$ cat config.mk
export PLATFORM = sky130hd
export DESIGN_NAME = i2cm_irq_stat
export DESIGN_NICKNAME = d
export VERILOG_FILES = /design/src/rtl/i2cm_irq_pkg.sv /design/src/rtl/i2cm_acc_decode.sv /design/src/rtl/i2cm_vec_enc.sv /design/src/rtl/i2cm_flag_bank.sv /design/src/rtl/i2cm_irq_stat.sv
export SDC_FILE = /design/constraint.sdc
export NUM_CORES = 1
export LEC_CHECK = 0
export ABC_AREA = 1
export CORE_MARGIN = 1
export CORE_UTILIZATION = 30
export CTS_CLUSTER_DIAMETER = 150
export DETAILED_ROUTE_END_ITERATION = 6
export PLACE_DENSITY = 0.56
export SETUP_SLACK_MARGIN = 0.02
export SYNTH_ARGS = -nofsm -noshare
export SYNTH_HDL_FRONTEND = slang
export SYNTH_SLANG_ARGS = --single-unit
$ cat constraint.sdc
create_clock -name clk -period 2.7 [get_ports clk]
set_clock_uncertainty 0.1 [all_clocks]
set_input_delay 0.675 -clock clk [delete_from_list [all_inputs] [get_ports clk]]
set_output_delay 0.675 -clock clk [all_outputs]
set_load 0.05 [all_outputs]
$ cat src/rtl/i2cm_irq_pkg.sv
package i2cm_irq_pkg;
  localparam int FLAG_W    = 6;
  localparam int DATA_W    = 16;
  localparam int IDX_W     = $clog2(FLAG_W + 1);
  localparam int NEWER_MIN = 'h34;

  localparam int OFS_REV  = 'h00;
  localparam int OFS_MASK = 'h04;
  localparam int OFS_STAT = 'h08;
  localparam int OFS_VEC  = 'h0C;
  localparam int OFS_ENA  = 'h10;
  localparam int OFS_SYSC = 'h20;
  localparam int OFS_TEST = 'h3C;

  localparam int BUSY_BIT  = 12;
  localparam int SRST_BIT  = 1;
  localparam int FORCE_BIT = 11;
  localparam logic [DATA_W-1:0] TEST_KEEP = 16'hF80F;

  // Flags the enable mask may hold for a given revision.
  function automatic logic [FLAG_W-1:0] mask_keep(input bit newer);
    mask_keep = newer ? {FLAG_W{1'b1}} : {1'b0, {(FLAG_W-1){1'b1}}};
  endfunction

  // 1-based index of the lowest set bit, 0 when none is set.
  function automatic logic [IDX_W-1:0] lowest_one(input logic [FLAG_W-1:0] v);
    lowest_one = '0;
    for (int i = FLAG_W - 1; i >= 0; i--) begin
      if (v[i]) lowest_one = IDX_W'(i + 1);
    end
  endfunction
endpackage

$ cat src/rtl/i2cm_acc_decode.sv
module i2cm_acc_decode
  import i2cm_irq_pkg::*;
#(
  parameter bit NEWER  = 1'b1,
  parameter int ADDR_W = 8
) (
  input  logic              reg_wr,
  input  logic              reg_rd,
  input  logic [ADDR_W-1:0] reg_addr,
  input  logic              srst_bit,
  input  logic              force_bit,
  output logic              wr_mask,
  output logic              wr_stat,
  output logic              wr_test,
  output logic              test_force,
  output logic              soft_clr,
  output logic              rd_vec,
  output logic              bad_wr
);
  always_comb begin
    wr_mask    = 1'b0;
    wr_stat    = 1'b0;
    wr_test    = 1'b0;
    test_force = 1'b0;
    soft_clr   = 1'b0;
    bad_wr     = 1'b0;
    if (reg_wr) begin
      case (reg_addr)
        ADDR_W'(OFS_MASK): wr_mask = 1'b1;
        ADDR_W'(OFS_STAT): begin
          if (NEWER) wr_stat = 1'b1;
          else       bad_wr  = 1'b1;
        end
        ADDR_W'(OFS_SYSC): begin
          if (NEWER) soft_clr = srst_bit;
          else       bad_wr   = 1'b1;
        end
        ADDR_W'(OFS_TEST): begin
          wr_test    = 1'b1;
          test_force = NEWER && force_bit;
        end
        default: bad_wr = 1'b1;
      endcase
    end
  end

  assign rd_vec = !NEWER && reg_rd && (reg_addr == ADDR_W'(OFS_VEC));
endmodule

$ cat src/rtl/i2cm_vec_enc.sv
module i2cm_vec_enc
  import i2cm_irq_pkg::*;
(
  input  logic [FLAG_W-1:0] pend,
  output logic [IDX_W-1:0]  vec_idx,
  output logic [FLAG_W-1:0] vec_bit
);
  assign vec_idx = lowest_one(pend);
  // Isolate the lowest set bit: the flag a vector read acknowledges.
  assign vec_bit = pend & ~(pend - FLAG_W'(1));
endmodule

$ cat src/rtl/i2cm_flag_bank.sv
module i2cm_flag_bank
  import i2cm_irq_pkg::*;
#(
  parameter bit NEWER = 1'b1
) (
  input  logic              clk,
  input  logic              rst_n,
  input  logic              soft_clr,
  input  logic              wr_mask,
  input  logic              wr_stat,
  input  logic              wr_test,
  input  logic              test_force,
  input  logic [FLAG_W-1:0] vec_clr,
  input  logic [FLAG_W-1:0] evt_set,
  input  logic [DATA_W-1:0] wdata,
  output logic [FLAG_W-1:0] stat_q,
  output logic [FLAG_W-1:0] mask_q,
  output logic [DATA_W-1:0] test_q
);
  localparam logic [FLAG_W-1:0] KEEP = mask_keep(NEWER);

  logic [FLAG_W-1:0] stat_d, mask_d;
  logic [DATA_W-1:0] test_d;

  always_comb begin
    stat_d = stat_q;
    if (wr_stat)    stat_d = stat_d & ~wdata[FLAG_W-1:0];
    stat_d = stat_d & ~vec_clr;
    if (test_force) stat_d = {FLAG_W{1'b1}};
    stat_d = stat_d | evt_set;

    mask_d = wr_mask ? (wdata[FLAG_W-1:0] & KEEP) : mask_q;
    test_d = wr_test ? (wdata & TEST_KEEP) : test_q;

    if (soft_clr) begin
      stat_d = '0;
      mask_d = '0;
      test_d = '0;
    end
  end

  always_ff @(posedge clk or negedge rst_n) begin
    if (!rst_n) begin
      stat_q <= '0;
      mask_q <= '0;
      test_q <= '0;
    end else begin
      stat_q <= stat_d;
      mask_q <= mask_d;
      test_q <= test_d;
    end
  end
endmodule

$ cat src/rtl/i2cm_irq_stat.sv
module i2cm_irq_stat
  import i2cm_irq_pkg::*;
#(
  parameter logic [7:0] REV_ID = 8'h34,
  parameter int         ADDR_W = 8
) (
  input  logic              clk,
  input  logic              rst_n,
  input  logic              reg_wr,
  input  logic              reg_rd,
  input  logic [ADDR_W-1:0] reg_addr,
  input  logic [DATA_W-1:0] reg_wdata,
  output logic [DATA_W-1:0] reg_rdata,
  input  logic [FLAG_W-1:0] evt_set,
  input  logic              bus_busy,
  input  logic              mod_en,
  output logic              irq,
  output logic              acc_err,
  output logic              soft_rst
);
  localparam bit NEWER = (int'(REV_ID) >= NEWER_MIN);

  logic              wr_mask, wr_stat, wr_test, test_force, soft_clr, rd_vec, bad_wr;
  logic [FLAG_W-1:0] stat_q, mask_q, pend, vec_bit;
  logic [DATA_W-1:0] test_q;
  logic [IDX_W-1:0]  vec_idx;
  logic              err_q, srst_q;

  i2cm_acc_decode #(.NEWER(NEWER), .ADDR_W(ADDR_W)) u_dec (
    .reg_wr     (reg_wr),
    .reg_rd     (reg_rd),
    .reg_addr   (reg_addr),
    .srst_bit   (reg_wdata[SRST_BIT]),
    .force_bit  (reg_wdata[FORCE_BIT]),
    .wr_mask    (wr_mask),
    .wr_stat    (wr_stat),
    .wr_test    (wr_test),
    .test_force (test_force),
    .soft_clr   (soft_clr),
    .rd_vec     (rd_vec),
    .bad_wr     (bad_wr)
  );

  assign pend = stat_q & mask_q;

  i2cm_vec_enc u_vec (
    .pend    (pend),
    .vec_idx (vec_idx),
    .vec_bit (vec_bit)
  );

  i2cm_flag_bank #(.NEWER(NEWER)) u_bank (
    .clk        (clk),
    .rst_n      (rst_n),
    .soft_clr   (soft_clr),
    .wr_mask    (wr_mask),
    .wr_stat    (wr_stat),
    .wr_test    (wr_test),
    .test_force (test_force),
    .vec_clr    (rd_vec ? vec_bit : '0),
    .evt_set    (evt_set),
    .wdata      (reg_wdata),
    .stat_q     (stat_q),
    .mask_q     (mask_q),
    .test_q     (test_q)
  );

  always_comb begin
    reg_rdata = '0;
    if (reg_rd) begin
      case (reg_addr)
        ADDR_W'(OFS_REV):  reg_rdata = DATA_W'(REV_ID);
        ADDR_W'(OFS_MASK): reg_rdata = DATA_W'(mask_q);
        ADDR_W'(OFS_STAT): begin
          reg_rdata[FLAG_W-1:0] = stat_q;
          reg_rdata[BUSY_BIT]   = bus_busy;
        end
        ADDR_W'(OFS_VEC):  reg_rdata = NEWER ? '0 : DATA_W'(vec_idx);
        ADDR_W'(OFS_ENA):  reg_rdata[0] = mod_en;
        ADDR_W'(OFS_TEST): reg_rdata = test_q;
        default:           reg_rdata = '0;
      endcase
    end
  end

  always_ff @(posedge clk or negedge rst_n) begin
    if (!rst_n) begin
      err_q  <= 1'b0;
      srst_q <= 1'b0;
    end else begin
      err_q  <= bad_wr;
      srst_q <= soft_clr;
    end
  end

  assign irq      = |pend;
  assign acc_err  = err_q;
  assign soft_rst = srst_q;
endmodule

Word-level counts from Yosys, hierarchy flattened
Cells that the tools add are included.
{"block": "op_classes", "addsub": 0, "mul": 0, "n_div": 0, "n_lt_le_gt_ge": 0, "n_eq_ne": 5, "n_shift": 0, "muxes": 25, "bitwise": 4, "reduce_logical": 5}
{"cell": "$mux 16", "count": 3}
{"cell": "$mux 6", "count": 6}
{"cell": "$pmux 5 s4", "count": 1}
{"cell": "$eq 8x6->1 const B", "count": 2}
{"cell": "$and 6x6->6", "count": 2}
{"cell": "$mux 1", "count": 12}
{"cell": "$eq 8x3->1 const B", "count": 1}
{"cell": "$eq 8x4->1 const B", "count": 1}
{"cell": "$eq 8x5->1 const B", "count": 1}
{"cell": "$logic_not 8->1", "count": 1}
{"cell": "$not 6->6", "count": 1}
{"cell": "$or 6x6->6", "count": 1}
{"cell": "$reduce_or 6->1", "count": 1}
{"cell": "$pmux 1 s4", "count": 1}
{"cell": "$reduce_bool 2->1", "count": 2}
{"cell": "$reduce_or 4->1", "count": 1}
{"cell": "$mux 3", "count": 1}
{"cell": "$pmux 1 s2", "count": 1}
{"block": "totals", "register_bits": 30, "latchBits": 0, "ramBits": 0, "romBits": 0, "wordCells": 44, "n_memories": 0}

Depth between registers and ports, before layout
{"block": "logic_depth", "word_depth": 7, "depth_mapped": 9}

Cells and area by module
From an unflattened synthesis, not the netlist that was laid out.
{"block": "unflattened", "hier_cells": 286, "area_unflattened_um2": 1809.2}
{"mod": "i2cm_flag_bank", "n_inst": 1, "cells_each": 108, "area_per_inst_um2": 957.2, "seq_area_each_um2": 525.5}
{"mod": "i2cm_irq_stat", "n_inst": 1, "cells_each": 119, "area_per_inst_um2": 596.8, "seq_area_each_um2": 50.0}
{"mod": "i2cm_acc_decode", "n_inst": 1, "cells_each": 39, "area_per_inst_um2": 160.2, "seq_area_each_um2": 0.0}
{"mod": "i2cm_vec_enc", "n_inst": 1, "cells_each": 20, "area_per_inst_um2": 95.1, "seq_area_each_um2": 0.0}

Least setup slack after synthesis
Ideal clock, no wire load.
{"block": "synth_timing", "kind": "input port to output port", "startpoint": "input reg_addr[0]", "endpoint": "output reg_rdata[12]", "t_arrival_ps": 1949, "required_time_ps": 1925, "path_slack_ps": -24, "path_stages": 7, "path_cell_list": "inv_1 nand2_1 nor2_1 nand2_2 clkinv_4 nand2_2 o21ai_1"}
{"block": "synth_between", "elab_chain_len": 3, "word_cells_on_any_way": 4, "classes_between": "2 x eq/ne; 2 x mux"}
{"item": "start: declaration", "line": "i2cm_irq_stat.sv:11", "rtl": "input logic [ADDR_W-1:0] reg_addr,"}
{"item": "$eq 8x6->1 or $eq 8x4->1 (tied branches)", "line": "i2cm_irq_stat.sv:71", "rtl": "case (reg_addr)"}
{"item": "$pmux 1 s2 (*)", "line": "i2cm_irq_stat.sv:71"}
{"item": "$mux 16 (*)", "line": "i2cm_irq_stat.sv:70", "rtl": "if (reg_rd) begin"}
{"item": "end: declaration", "line": "i2cm_irq_stat.sv:13", "rtl": "output logic [DATA_W-1:0] reg_rdata,"}
Every way passes the cells marked *; elsewhere a longest branch is shown, timed or not.

Worst setup path after layout
{"block": "layout_timing", "startpoint": "input reg_addr[3]", "endpoint": "output reg_rdata[0]"}
{"block": "layout_between", "elab_chain_len": 3, "word_cells_on_any_way": 6, "classes_between": "4 x eq/ne; 2 x mux"}
{"item": "$eq 8x6->1 (tied with other cells)", "line": "i2cm_irq_stat.sv:71"}
{"item": "$pmux 1 s4 (*)", "line": "i2cm_irq_stat.sv:71"}
{"item": "$mux 16 (*)", "line": "i2cm_irq_stat.sv:70"}
Marked as above.

==> out/metrics.csv <==
stage,metric,value,unit
logic_synthesis,avgSynthCellArea,6.96,sq um
power_and_ir_drop,power,0.000758,W
placement,routabilityCongestion,0.784,
logic_synthesis,synth.largest_area_cell,dfrtp_1,
grt,grt_use_total,16.9,%
final_layout,diodes,0,
critical_path,cp_data_required_time,1.92,ns
grt,grt_pass1_wl,6990,microns
power_and_ir_drop,powerDensity,324,mW/mm^2
logic_synthesis,ys_ff_latch,23,
power_and_ir_drop,p_leak,1.27,nW
cts,cts_buffers,3,
logic_synthesis,synth_top_area_share,36.7,%
logic_synthesis,synthDistinctLibCells,24,
critical_path,crit_type,input port to output pin,
sta,setup_violations,0,
cts,cts_tree,yes,
worst_hold_path,hold_path.startpoint,u_bank.test_q[3],
logic_synthesis,muxShareOfSynthArea,0,%
final_layout,areaGrowthSynthToFinish,49.5,%
placement,numPortBuffers,44,
placement,place_area,0.00224,sq mm
critical_path,r2r_end,u_bank.stat_q[1],
sta,rsz0062_at_grt,no,
critical_path,cp-start-kind,input port,
logic_synthesis,yosys.area_share.simple,41.3,%
logic_synthesis,ys_seq_area_share,36.7,%
cts,clk_latency,0.26,ns
run_status,outcome,"finished, final reports clean",
grt,grt_pass1_vias,1515,
worst_hold_path,hp-class,flip-flop to flip-flop,
worst_hold_path,min_delay_path_depth,2,
critical_path,endpoint_kind,output pin,
sta,drv_slew,0,
critical_path,cpPeakStageDelay,0.16,ns
die,io_pins,55,
critical_path,cp_cell_sequence,"clkbuf_2, inv_2, nor2_2, nand2_2, nor2_4, buf_6, nand2_2, o21ai_1, nor2_1, nor2_2, buf_12",
route,drt_wl_total,4030,microns
logic_synthesis,synth_xor_area_share,0,%
die,rows,25,
worst_hold_path,hold_path_end,u_bank.test_q[3],
route,drc,0,
route,detail-route-antenna-nets,0,
route,via_count,1549,
final_layout,layout.cells.non_filler,354,
cts,cts.sinks,23,
grt,antenna_found_initial,0,
logic_synthesis,synth.top_cells.by_area,"dfrtp_1, nand2_1, nand3_1, inv_1, nor2_1",
placement,hpwl,3020,microns
route,dr.pass1.iters,4,
critical_path,crit_arrival,1.76,ns
logic_synthesis,synthAdderAreaFrac,0,%
route,wl_per_cell,11.4,microns
logic_synthesis,syn_inst,225,
power_and_ir_drop,ir_drop,292,uV
route,vias_per_cell,4.38,
die,die_w,74.3,microns
logic_synthesis,synth_compound_area_share,7.51,%
sta,hold_viol_final,0,
placement,placed_cells,343,
cts,cts_max_level,1,
die,die_h,74.3,microns
critical_path,rr_worst_depth,6,
grt,grt-ovfl-total,0,
cts,clockBufferDepth,2,
logic_synthesis,yosys_warnings,0,
critical_path,rrSetupSlack,1.69,ns
logic_synthesis,syn_area,0.00157,sq mm
sta,tightestPinTransition,0.512,ns
sta,whs,0.435,ns
die,start_util,32.1,%
critical_path,cp_slowest_cell,nor2_2,
die,coreArea,0.00488,sq mm
sta,slew_headroom,65.8,%
route,drt_iter0_drc,50,
run,drv_cap,0,
sta,min_period,2.54,ns
die,dieArea,0.00551,sq mm
sta,fmax,0.394,GHz
final_layout,final_layout_size_suffix_gt1_share,29.3,%
logic_synthesis,synth_top_family_by_area,simple AND/OR/NAND/NOR gates,
final_layout,fin_nets,324,
critical_path,cp_max_fo,5,
cts,root_buffer,clkbuf_8,
final_layout,fin_area,0.00234,sq mm
sta,min_period_over_period,93.9,%
critical_path,regToRegStartpoint,u_bank.stat_q[1],
cts,path_clk_slew,0.08,ns
grt,grt_max_degree,24,
cts,cts_hold_buf,0,
==> per-layer routing <==
| layer | global-route usage (%) | part of all wire, % | vias to the layer above | wire length [microns] |
|---|---|---|---|---|
| met2 | 29.2 | 51 | 27 | 2050 |
| met5 | 0 | 0 | - | 0 |
| met1 | 21.6 | 44 | 708 | 1780 |
| met3 | 3.79 | 3.4 | 4 | 137 |
| li1 | - | - | 810 | - |
| met4 | 3.98 | 1.2 | 0 | 50 |
==> timing repair <==
action | CTS | global route
resized for setup | 22 | 21
setup endpoints to repair | 11 | 8
setup buffers | 5 | 2
pin swaps | 9 | 9
==> Yosys cell counts <==
| library cell | count |
|---|---|
| nand4_2 | 1 |
| clkbuf_8 | 1 |
| nor3_1 | 1 |
| conb_1 | 1 |
| clkinv_4 | 1 |
| nand2_1 | 61 |
| a221oi_1 | 1 |
| o21ai_1 | 6 |
| nor2_1 | 29 |
| buf_2 | 1 |
| nand2_2 | 5 |
| inv_1 | 32 |
| buf_6 | 2 |
| dfrtp_1 | 23 |
| nand2_4 | 2 |
| buf_4 | 6 |
| nand3_1 | 31 |
| nor2_4 | 3 |
| inv_2 | 2 |
| nand3b_1 | 1 |
| o21ai_2 | 9 |
| nand4_1 | 1 |
| nor3_2 | 1 |
| nor2_2 | 4 |
==> worst max-delay path by stage <==
| stage | startpoint | to | slack [ns] | depth (start not counted) |
|---|---|---|---|---|
| final | reg_addr[3] | reg_rdata[0] | 0.16 | 11 |
| after detailed placement | reg_addr[7] | reg_rdata[0] | -0.25 | 9 |
| after global routing | reg_addr[5] | reg_rdata[2] | 0.06 | 9 |
| after floorplan | reg_addr[0] | reg_rdata[11] | 0.03 | 7 |
| after CTS | reg_addr[4] | reg_rdata[0] | 0.02 | 9 |
| after global placement | reg_addr[7] | reg_rdata[2] | -0.23 | 9 |
==> flip-flops by register name, summed over array words and instances (netlist names) <==
| register | count |
|---|---|
| u_bank.mask_q | 6 |
| acc_err | 1 |
| u_bank.stat_q | 6 |
| soft_rst | 1 |
| u_bank.test_q | 9 |
==> critical path: cells and delay by family <==
kind,cells,cell delay [ns]
compound gates,1,0.07
buf+inv,4,0.44
simple gates,6,0.56
==> area by class of cell <==
cell class              count  area, sq um
fillers                   522         2540
multi-input cells         161          832
inverters                  35          136
clock buffers               4         45.0
repair buffers             64          669
flip-flops and latches     23          576
well taps                  67         83.8
==> cell usage in the layout, fill, tap and decap left out <==
| master | netlist | routed |
|---|---|---|
| inv_1 | 32 | 30 |
| conb_1 | 1 | 5 |
| clkdlybuf4s50_1 | 0 | 23 |
| nor3_1 | 1 | 1 |
| nand4_2 | 1 | 1 |
| nand2_4 | 2 | 4 |
| nor2_4 | 3 | 4 |
| clkinv_4 | 1 | 1 |
| inv_2 | 2 | 4 |
| nand2_1 | 61 | 59 |
| nand3b_1 | 1 | 1 |
| clkbuf_1 | 0 | 1 |
| nand2_2 | 5 | 5 |
| o21ai_1 | 6 | 5 |
| nor3_2 | 1 | 1 |
| dlymetal6s2s_1 | 0 | 2 |
| nor2_1 | 29 | 21 |
| o21ai_2 | 9 | 10 |
| clkbuf_2 | 0 | 8 |
| a221oi_1 | 1 | 1 |
| nand4_1 | 1 | 1 |
| nand3_1 | 31 | 30 |
| buf_6 | 2 | 1 |
| nor2_2 | 4 | 11 |
| buf_12 | 0 | 11 |
| dfrtp_1 | 23 | 23 |
| buf_4 | 6 | 19 |
| clkbuf_8 | 1 | 3 |
| nand3_2 | 0 | 1 |
==> through the flow <==
stage	setup WS, ns	utilization (%)	setup TNS, ns
3_5_place_dp	-0.249	45.8	-2.20
5_1_grt	0.0599	48.0	0
4_1_cts	0.0206	48.1	0
3_3_place_gp	-0.232	45.8	-2.04
6_report	0.165	48.0	0
2_1_floorplan	0.0305	-	0
==> logic make-up (layout without fill, tap and decap cells) <==
logic type	Yosys count	in the layout
compound gates	16	16
buf+inv	45	103
flops	23	23
other cells	1	5
simple gates	140	140
==> report_power, final <==
group	switching [W]	internal (W)	total (W)
Clock	0.000111	0.000105	0.000216
Sequential	0.00000802	0.000361	0.000369
Combinational	0.0000981	0.0000744	0.000173
Total	0.000217	0.000541	0.000758
(Power assumes the default switching activity.)
